## src/rtl/rsp_pkg.sv

```systemverilog
`timescale 1ns/1ps
package rsp_pkg;

    localparam int SYM_W   = 10;
    localparam int K_INFO  = 250;
    localparam int NPAR    = 4;
    localparam int BYTE_W  = 8;
    localparam int PWORD_W = SYM_W * NPAR;
    localparam int NBYTES  = PWORD_W / BYTE_W;
    localparam int SLOTS   = K_INFO + NBYTES + 1;
    localparam int IDX_W   = $clog2(SLOTS);
    localparam logic [SYM_W:0] FIELD_POLY = 11'h409;

    typedef logic [SYM_W-1:0]             sym_t;
    typedef logic [BYTE_W-1:0]            byte_t;
    typedef logic [IDX_W-1:0]             idx_t;
    typedef logic [NPAR-1:0][SYM_W-1:0]   par_vec_t;

    typedef enum logic [1:0] {
        SLOT_DATA     = 2'd0,
        SLOT_PARITY   = 2'd1,
        SLOT_RESERVED = 2'd2
    } slot_kind_e;

    function automatic sym_t gf_mul(input sym_t a, input sym_t b);
        sym_t acc;
        sym_t x;
        acc = '0;
        x   = a;
        for (int i = 0; i < SYM_W; i++) begin
            if (b[i]) acc = acc ^ x;
            if (x[SYM_W-1]) x = (x << 1) ^ FIELD_POLY[SYM_W-1:0];
            else            x = x << 1;
        end
        return acc;
    endfunction

    function automatic sym_t alpha_pow(input int e);
        sym_t v;
        v = sym_t'(1);
        for (int i = 0; i < e; i++) v = gf_mul(v, sym_t'(2));
        return v;
    endfunction

    // Low-order coefficients of prod (x + alpha^r), r = 0..NPAR-1; leading 1 implied.
    function automatic par_vec_t gen_coeffs();
        sym_t g [NPAR+1];
        sym_t root;
        par_vec_t res;
        for (int j = 0; j <= NPAR; j++) g[j] = '0;
        g[0] = sym_t'(1);
        for (int r = 0; r < NPAR; r++) begin
            root = alpha_pow(r);
            for (int j = NPAR; j >= 1; j--) g[j] = g[j-1] ^ gf_mul(g[j], root);
            g[0] = gf_mul(g[0], root);
        end
        for (int j = 0; j < NPAR; j++) res[j] = g[j];
        return res;
    endfunction

    localparam par_vec_t GEN = gen_coeffs();

    function automatic slot_kind_e classify(input idx_t i);
        if (i < idx_t'(K_INFO))               return SLOT_DATA;
        else if (i < idx_t'(K_INFO + NBYTES)) return SLOT_PARITY;
        else                                  return SLOT_RESERVED;
    endfunction

endpackage

```

## src/rtl/rsp_slot_ctr.sv

```systemverilog
`timescale 1ns/1ps
module rsp_slot_ctr
    import rsp_pkg::*;
(
    input  logic       clk,
    input  logic       rst,
    input  logic       in_valid,
    input  logic       in_sof,
    output idx_t       cur_idx,
    output slot_kind_e kind
);

    idx_t cnt;

    assign cur_idx = in_sof ? '0 : cnt;
    assign kind    = classify(cur_idx);

    always_ff @(posedge clk) begin
        if (rst) begin
            cnt <= '0;
        end else if (in_valid) begin
            if (cur_idx == idx_t'(SLOTS - 1)) cnt <= '0;
            else                             cnt <= cur_idx + idx_t'(1);
        end
    end

    AST_SOF_RESTART: assert property (@(posedge clk) disable iff (rst)
        in_valid && in_sof |=> cnt == idx_t'(1)) else $error("sof restart");
    AST_IDX_WRAP: assert property (@(posedge clk) disable iff (rst)
        in_valid && !in_sof && cnt == idx_t'(SLOTS - 1) |=> cnt == '0) else $error("wrap");
    AST_STALL_HOLD: assert property (@(posedge clk) disable iff (rst)
        !in_valid |=> $stable(cnt)) else $error("stall");

endmodule

```

## src/rtl/rsp_rs_lfsr.sv

```systemverilog
`timescale 1ns/1ps
module rsp_rs_lfsr
    import rsp_pkg::*;
(
    input  logic     clk,
    input  logic     rst,
    input  logic     en,
    input  logic     clear,
    input  sym_t     sym,
    output par_vec_t par
);

    par_vec_t rem;
    par_vec_t base;
    par_vec_t nxt;
    sym_t     fb;

    assign base = clear ? '0 : rem;
    assign fb   = sym ^ base[NPAR-1];

    for (genvar j = 0; j < NPAR; j++) begin : g_stage
        if (j == 0) begin : g_low
            assign nxt[j] = gf_mul(fb, GEN[j]);
        end else begin : g_up
            assign nxt[j] = base[j-1] ^ gf_mul(fb, GEN[j]);
        end
        // parity symbol 0 is the highest-degree remainder term
        assign par[j] = rem[NPAR-1-j];
    end

    always_ff @(posedge clk) begin
        if (rst)     rem <= '0;
        else if (en) rem <= nxt;
    end

    AST_CLEAR_ZERO: assert property (@(posedge clk) disable iff (rst)
        en && clear && sym == '0 |=> rem == '0) else $error("clear");

endmodule

```

## src/rtl/rsp_parity_pack.sv

```systemverilog
`timescale 1ns/1ps
module rsp_parity_pack
    import rsp_pkg::*;
(
    input  par_vec_t even_par,
    input  par_vec_t odd_par,
    input  idx_t     cur_idx,
    output byte_t    lane0_byte,
    output byte_t    lane1_byte
);

    logic [PWORD_W-1:0] w0;
    logic [PWORD_W-1:0] w1;
    idx_t               boff;

    for (genvar j = 0; j < NPAR; j++) begin : g_ilv
        if (j % 2 == 0) begin : g_ev
            assign w0[j*SYM_W +: SYM_W] = even_par[j];
            assign w1[j*SYM_W +: SYM_W] = odd_par[j];
        end else begin : g_od
            assign w0[j*SYM_W +: SYM_W] = odd_par[j];
            assign w1[j*SYM_W +: SYM_W] = even_par[j];
        end
    end

    assign boff = cur_idx - idx_t'(K_INFO);

    always_comb begin
        lane0_byte = '0;
        lane1_byte = '0;
        for (int b = 0; b < NBYTES; b++) begin
            if (boff == idx_t'(b)) begin
                lane0_byte = w0[b*BYTE_W +: BYTE_W];
                lane1_byte = w1[b*BYTE_W +: BYTE_W];
            end
        end
    end

endmodule

```

## src/rtl/rs_pair_parity_enc.sv

```systemverilog
`timescale 1ns/1ps
module rs_pair_parity_enc
    import rsp_pkg::*;
(
    input  logic             clk,
    input  logic             rst,
    input  logic             in_valid,
    input  logic             in_sof,
    input  logic [SYM_W-1:0] in_lane0,
    input  logic [SYM_W-1:0] in_lane1,
    output logic             out_valid,
    output logic             out_par,
    output logic [SYM_W-1:0] out_lane0,
    output logic [SYM_W-1:0] out_lane1
);

    idx_t       cur_idx;
    slot_kind_e kind;
    logic       enc_en;
    logic       blk_first;
    sym_t       even_sym;
    sym_t       odd_sym;
    par_vec_t   even_par;
    par_vec_t   odd_par;
    byte_t      pb0;
    byte_t      pb1;

    rsp_slot_ctr u_ctr (
        .clk      (clk),
        .rst      (rst),
        .in_valid (in_valid),
        .in_sof   (in_sof),
        .cur_idx  (cur_idx),
        .kind     (kind)
    );

    assign enc_en    = in_valid && (kind == SLOT_DATA);
    assign blk_first = (cur_idx == '0);
    assign even_sym  = cur_idx[0] ? in_lane1 : in_lane0;
    assign odd_sym   = cur_idx[0] ? in_lane0 : in_lane1;

    rsp_rs_lfsr u_even (
        .clk   (clk),
        .rst   (rst),
        .en    (enc_en),
        .clear (blk_first),
        .sym   (even_sym),
        .par   (even_par)
    );

    rsp_rs_lfsr u_odd (
        .clk   (clk),
        .rst   (rst),
        .en    (enc_en),
        .clear (blk_first),
        .sym   (odd_sym),
        .par   (odd_par)
    );

    rsp_parity_pack u_pack (
        .even_par   (even_par),
        .odd_par    (odd_par),
        .cur_idx    (cur_idx),
        .lane0_byte (pb0),
        .lane1_byte (pb1)
    );

    always_ff @(posedge clk) begin
        if (rst) begin
            out_valid <= 1'b0;
            out_par   <= 1'b0;
            out_lane0 <= '0;
            out_lane1 <= '0;
        end else begin
            out_valid <= in_valid;
            out_par   <= 1'b0;
            if (in_valid) begin
                if (kind == SLOT_PARITY) begin
                    out_par   <= 1'b1;
                    out_lane0 <= {{(SYM_W-BYTE_W){1'b0}}, pb0};
                    out_lane1 <= {{(SYM_W-BYTE_W){1'b0}}, pb1};
                end else begin
                    out_lane0 <= in_lane0;
                    out_lane1 <= in_lane1;
                end
            end
        end
    end

    AST_DATA_PASS: assert property (@(posedge clk) disable iff (rst)
        in_valid && kind == SLOT_DATA |=> out_valid && !out_par &&
        out_lane0 == $past(in_lane0) && out_lane1 == $past(in_lane1)) else $error("data");
    AST_PAR_CLEAN: assert property (@(posedge clk) disable iff (rst)
        in_valid && kind == SLOT_PARITY |=> out_par &&
        out_lane0[SYM_W-1:BYTE_W] == '0 && out_lane1[SYM_W-1:BYTE_W] == '0) else $error("par");
    AST_PAR_HOLD: assert property (@(posedge clk) disable iff (rst)
        in_valid && kind != SLOT_DATA |=> $stable(even_par) && $stable(odd_par)) else $error("hold");
    AST_RSV_PASS: assert property (@(posedge clk) disable iff (rst)
        in_valid && kind == SLOT_RESERVED |=> !out_par &&
        out_lane0 == $past(in_lane0) && out_lane1 == $past(in_lane1)) else $error("rsv");
    AST_NO_VALID: assert property (@(posedge clk) disable iff (rst)
        !in_valid |=> !out_valid && !out_par) else $error("idle");

endmodule

```

## config.mk

```make
export PLATFORM = sky130hd
export DESIGN_NAME = rs_pair_parity_enc
export DESIGN_NICKNAME = d
export VERILOG_FILES = /design/src/rtl/rsp_pkg.sv /design/src/rtl/rsp_slot_ctr.sv /design/src/rtl/rsp_rs_lfsr.sv /design/src/rtl/rsp_parity_pack.sv /design/src/rtl/rs_pair_parity_enc.sv
export SDC_FILE = /design/constraint.sdc
export NUM_CORES = 1
export LEC_CHECK = 0
export ABC_AREA = 1
export CAP_MARGIN = 20
export CORE_MARGIN = 5
export CORE_UTILIZATION = 50
export DETAILED_ROUTE_END_ITERATION = 12
export PLACE_DENSITY = 0.78
export SYNTH_ARGS = -nofsm -noshare
export SYNTH_HDL_FRONTEND = slang
export SYNTH_SLANG_ARGS = --single-unit
```

## constraint.sdc

```tcl
create_clock -name clk -period 5.1 [get_ports clk]
set_input_delay 0.51 -clock clk [delete_from_list [all_inputs] [get_ports clk]]
set_output_delay 0.51 -clock clk [all_outputs]
set_load 0.05 [all_outputs]
```

* Word-level counts from Yosys, hierarchy flattened
Index checks and enable logic that the tools add are counted. Widths: inputs -> output; s select.
Storage, ports and cells: register bits 110, input port bits 24, output and inout port bits 22, word-level logic and storage cells 100
Cells by class: add/sub/neg operators 2, magnitude comparators 2, eq/ne operators 6, multiplexer cells 33, bitwise gates (word level) 39, reductions and logical operators 5
Operator list (count):
- $xor 10x10->10 | 26
- $mux 8 | 12
- $mux 40 | 2
- $mux 4 | 12
- $mux 10 | 4
- $not 2->2 | 12
- $eq 8x2->1 const B | 2
- $logic_not 8->1 | 2
- $lt 8x8->1 const B | 2
- $add 8x1->8 const B | 1
- $eq 8x1->1 const B | 1
- $eq 8x3->1 const B | 1
- $eq 8x8->1 const B | 1
- $sub 8x8->8 const B | 1
- $mux 2 | 2
- $eq 2x1->1 const B | 1
- $logic_not 2->1 | 1
- $reduce_or 2->1 | 1
- $logic_and 1x1->1 | 1
- $mux 1 | 1
- $not 1->1 | 1

* Longest topological paths before layout
depth in word-level cells 18, depth in mapped cells 22, depth with buffers taken out 20

* By module
From an unflattened synthesis, not the netlist that was laid out.
Second synthesis, totals: cell total of the unflattened synthesis 1577, area, all modules 9280.2 um^2
By module, submodules not included:
- rsp_rs_lfsr at u_odd | times used 1, cells each 534, area each 3176.8 um^2, sequential area each 800.8 um^2
- rsp_rs_lfsr at u_even | times used 1, cells each 523, area each 3081.7 um^2, sequential area each 800.8 um^2
- rs_pair_parity_enc | times used 1, cells each 220, area each 1412.6 um^2, sequential area each 440.4 um^2
- rsp_parity_pack | times used 1, cells each 222, area each 1082.3 um^2, sequential area each 0.0 um^2
- rsp_slot_ctr | times used 1, cells each 78, area each 526.8 um^2, sequential area each 160.2 um^2

* Least setup slack after synthesis
No wires, ideal clock.
path kind input to register, from input port in_sof, to register out_lane0[0], library setup time 0.070 ns, arrival time 2.450 ns, data required time 5.030 ns, slack 2.581 ns, stages on the path 14, buffers on the path 2, cell sequence inv_4 -> nand2_4 -> buf_2 -> inv_1 -> ha_1 -> inv_1 -> nor3_1 -> inv_1 -> nor3_1 -> nor2_1 -> inv_1 -> clkbuf_1 -> a21oi_1 -> a21oi_1
On the way: longest elaborated chain between the ends 9, elaborated cells on any way between the ends 18, those cells by class add/sub (1); order compare (2); eq/ne (5); mux (9); reduce/logical (1)
Ends and longest elaborated chain:
- start, declared | line rs_pair_parity_enc.sv:8 | input logic in_sof,
- $mux 8 (*) | line rsp_slot_ctr.sv:15 | assign cur_idx = in_sof ? '0 : cnt;
- $sub 8x8->8 | line rsp_parity_pack.sv:26 | assign boff = cur_idx - idx_t'(K_INFO);
- $logic_not 8->1 | line rsp_parity_pack.sv:32 | if (boff == idx_t'(b)) begin
- $mux 8 (5 in a row) | line rsp_parity_pack.sv:32
- $mux 10 (*) | line rs_pair_parity_enc.sv:78 | if (kind == SLOT_PARITY) begin
- end signal, assigned | line rs_pair_parity_enc.sv:80 | out_lane0 <= {{(SYM_W-BYTE_W){1'b0}}, pb0};
- end signal, assigned | line rs_pair_parity_enc.sv:83 | out_lane0 <= in_lane0;
- end, declared | line rs_pair_parity_enc.sv:13 | output logic [SYM_W-1:0] out_lane0,
Every way passes the cells marked *; elsewhere a longest branch is shown, timed or not. A chain may end at the register's enable or synchronous reset.

* Worst setup path in the final report
from input port in_sof, to register u_odd.rem, in the netlist u_odd.par[14]
On the way: longest elaborated chain between the ends 11, elaborated cells on any way between the ends 22, those cells by class order compare (2); mux (9); bitwise (8); reduce/logical (3)
Ends and longest elaborated chain:
- $mux 8 (*) | line rsp_slot_ctr.sv:15
- $logic_not 8->1 | line rs_pair_parity_enc.sv:38 | assign blk_first = (cur_idx == '0);
- $mux 40 | line rsp_rs_lfsr.sv:18 | assign base = clear ? '0 : rem;
- $xor 10x10->10 | line rsp_rs_lfsr.sv:19 | assign fb = sym ^ base[NPAR-1];
- $mux 4 (2 in a row) | line rsp_pkg.sv:32 | if (x[SYM_W-1]) x = (x << 1) ^ FIELD_POLY[SYM_W-1:0];
- $not 2->2 (no source line) or $mux 4 (tied branches)
- $mux 4 or $not 2->2 (tied branches)
- $xor 10x10->10 or $mux 4 (tied branches)
- $xor 10x10->10 | line rsp_pkg.sv:31 | if (b[i]) acc = acc ^ x;
- $xor 10x10->10 | line rsp_rs_lfsr.sv:25 | assign nxt[j] = base[j-1] ^ gf_mul(fb, GEN[j]);
- end signal, assigned | line rsp_rs_lfsr.sv:33 | else if (en) rem <= nxt;
- end, declared | line rsp_rs_lfsr.sv:13 | par_vec_t rem;
Marked as above.

==> impl_results.md <==
- Status: finished, violations left
- Failing checks: DRC
- Tcrit/Tclk final: 71.3%
- Hold depth: 2
- Synth cell types: 33
- Die H: 141 um
- Clk pin slew, worst setup/hold paths: 80 ps
- Maximum fanout along the worst path: 72
- CTS Hold Buffers Added: 0
- Worst Setup End Kind: register
- Root Buffer Master: clkbuf_16
- Clock Skews: 8.54 ps
- Initial Util: 50.3%
- Critical Path AT: 3910 ps
- Routed WL: 27600 um
- Wire length per cell: 16.1 um
- Cell count of the worst reg-to-reg path: 19
- Post-Syn Nets: 1504
- Final cell count without fillers: 1709
- FF-to-FF setup slack: 1860 ps
- Crit Path Class: primary input to register
- Drt pass-1 iters: 10
- Vias per inst: 5.56
- Main synth FF type: dfxtp_1
- Crit. Startpoint: in_sof
- Iter 0 DRT Violations: 1317
- Setup violators final: 0
- Half-perimeter wire length after detailed placement: 20000 um
- DRT antenna net count: 0
- Max-slew headroom: 36.1%
- TritonCTS clock tree: built
- Asr flop ratio synth: 0%
- Largest net degree at the start of global routing: 73
- RSZ-0062 raised after global routing: no
- Worst-skew pair later-pin latency: 370 ps
- RR Startpoint: u_ctr.cnt[0]$_SDFFE_PP0P_
- Syn_area_per_cell: 5.83 um^2
- Num CTS Buffers: 9
- VDD IR max: 179 uV
- Die W: 141 um
- CP required: 5370 ps
- Layout cell share with drive strength beyond 1: 6.60%
- Area growth syn-to-layout: 10.2%
- Post-CTS sizing: 0
- First-pass GRT wire length: 43800 um
- I/O pin count: 46
- Worst-case clock buffer depth: 2
- Ratio of total power to cell area: 305 mW/mm^2
- Die area: 0.0199 mm^2
- RD Place Congestion: 0.955
- Worst min-delay path class: register to register
- Yosys warnings: 0
- Vias: 9507
- CORE AREA: 0.0171 mm^2
- Final core utilization: 55.4%
- GRT Total Usage: 27.3%
- CTS sink count: 110
- Peak Freq: 275 MHz
- Startpoint types: primary input
- IO buf count: 45
- Total gr overflow: 0
- Hold path endpoint: u_ctr.cnt[7]$_SDFFE_PP0P_
- Mapped Area: 0.00860 mm^2
- Tightest Pin Transition: 956 ps
- CTS H-Tree Depth: 3
- HP Start: u_ctr.cnt[7]$_SDFFE_PP0P_
- Final Power: 2.89 mW
- Register area share after synthesis: 25.6%
- Fin. max-slew vios: 0
- Placed Cells: 1692
- Post-CTS Repair Setup Buffers: 0
- Ant diodes: 0
- Post-synthesis cell count: 1476
- Min Tclk post-route: 3640 ps
- Nets: 1507
- Number of global-route vias before repair: 8300
- Setup TNS: 0 ps
- Leakage power: 4.70 nW
- Final hold vios: 0
- Residual DRC: 1
- Initial antenna violation count: 0
- Worst r2r dst: u_odd.par[14]$_SDFFE_PP0P_
- Worst hold slack: 499 ps
- Number of enable flip-flop cells after synthesis: 0
- Synth Register Bits: 110
- Max-cap violations: 0
- Row cnt: 48
critical path, cell delays in order:
cell	delay [ps]
clkdlybuf4s50_1	460
inv_4	170
nand2_4	250
ha_1	300
nand2_1	70
nor2_1	50
nand2_2	40
buf_4	570
nand2_1	150
nand2_1	100
nand2_1	160
nand2_1	120
nand2_2	150
inv_2	120
nand2_1	60
nand2_1	170
nand2_1	120
nand3_1	80
nand3_1	90
nand2_1	100
inv_1	40
metrics by stage:
stage	cell area (um^2)	worst slack [ps]
6_report	9480	1460
5_1_grt	9480	1120
4_1_cts	9470	1530
3_5_place_dp	9140	1180
3_3_place_gp	9140	1270
2_1_floorplan	8600	2580
area by class of cell:
cell class | instances | area [um^2]
clock buffers | 11 | 253
clock inverters | 5 | 81.3
fillers | 1681 | 7640
inverters | 230 | 866
multi-input cells | 1068 | 5230
flip-flops and latches | 110 | 2200
well taps | 225 | 282
repair buffers | 60 | 571
layer usage:
metal  part of all wire [%]  up-vias  wire, um  global-route usage [%]
met2                     43      503     12000                    42.2
met5                      0        -         0                       0
met4                    4.6        0      1260                    13.3
li1                       -     4666         -                       -
met3                     11       89      2990                    4.41
met1                     41     4249     11400                    36.8
worst max-delay path by stage:
| stage | cells past startpoint | end | slack, ps |
|---|---|---|---|
| 2_1_floorplan | 14 | out_lane0[0]$_SDFFE_PP0P_ | 2580 |
| 3_3_place_gp | 21 | u_odd.par[14]$_SDFFE_PP0P_ | 1270 |
| 3_5_place_dp | 21 | u_odd.par[14]$_SDFFE_PP0P_ | 1180 |
| 4_1_cts | 21 | u_odd.par[14]$_SDFFE_PP0P_ | 1530 |
| 5_1_grt | 21 | u_odd.par[25]$_SDFFE_PP0P_ | 1120 |
| 6_report | 21 | u_odd.par[14]$_SDFFE_PP0P_ | 1460 |
cell families (layout without fill, tap and decap cells):
logic type	after synthesis	count (layout)	share of synthesized area [%]
compound gates	262	262	16.3
xor+xnor	37	37	5.03
fa+ha+maj	4	4	0.582
buf+inv	298	306	13.7
flops	110	110	25.6
simple gates	765	765	38.7
cell usage in the layout, fill, tap and decap left out, drive strengths merged, types with 3 or more instances in the layout:
cell / netlist / routed
clkdlybuf4s50: 0 / 44
xor2: 19 / 19
nand2: 474 / 474
o211ai: 22 / 22
inv: 228 / 228
buf: 28 / 16
a21oi: 101 / 101
clkbuf: 40 / 11
nand3b: 14 / 14
nand3: 153 / 153
xnor2: 18 / 18
ha: 4 / 4
nor3: 3 / 3
nor2: 100 / 100
clkinv: 2 / 4
a21o: 15 / 15
nand4: 20 / 20
dfxtp: 110 / 110
o21ai: 122 / 122
where the power goes:
group          switching [mW]  leakage (nW)  internal (mW)
clock                   0.344         0.162          0.458
sequential             0.0988         0.913          0.949
combinational           0.707          3.63          0.332
registers in the layout, indices dropped and copies added, names as in the netlist:
name	count
u_even.par	40
u_odd.par	40
out_valid	1
out_lane0	10
out_par	1
u_ctr.cnt	8
out_lane1	10
synth_stat cells (3+ instances only):
cell type | n | share of area, %
nand3b_1 | 14 | 1.2
nand2_4 | 7 | 0.92
a21o_1 | 15 | 1.3
nor2_1 | 98 | 4.3
ha_1 | 4 | 0.58
nand2_1 | 436 | 19
nand2_2 | 31 | 2.3
dfxtp_1 | 110 | 26
nand4_1 | 20 | 1.5
o21ai_0 | 108 | 6.3
xnor2_4 | 3 | 0.96
xor2_2 | 5 | 0.95
buf_2 | 16 | 0.93
inv_2 | 8 | 0.35
nor3_1 | 3 | 0.17
buf_1 | 6 | 0.26
buf_6 | 4 | 0.52
clkbuf_1 | 40 | 1.7
nand3_2 | 5 | 0.58
o21ai_1 | 14 | 0.81
a21oi_1 | 101 | 5.9
inv_1 | 219 | 9.6
nand3_1 | 148 | 8.6
o211ai_1 | 22 | 1.9
xor2_1 | 14 | 1.4
xnor2_1 | 13 | 1.3
(Power assumes the default switching activity.)
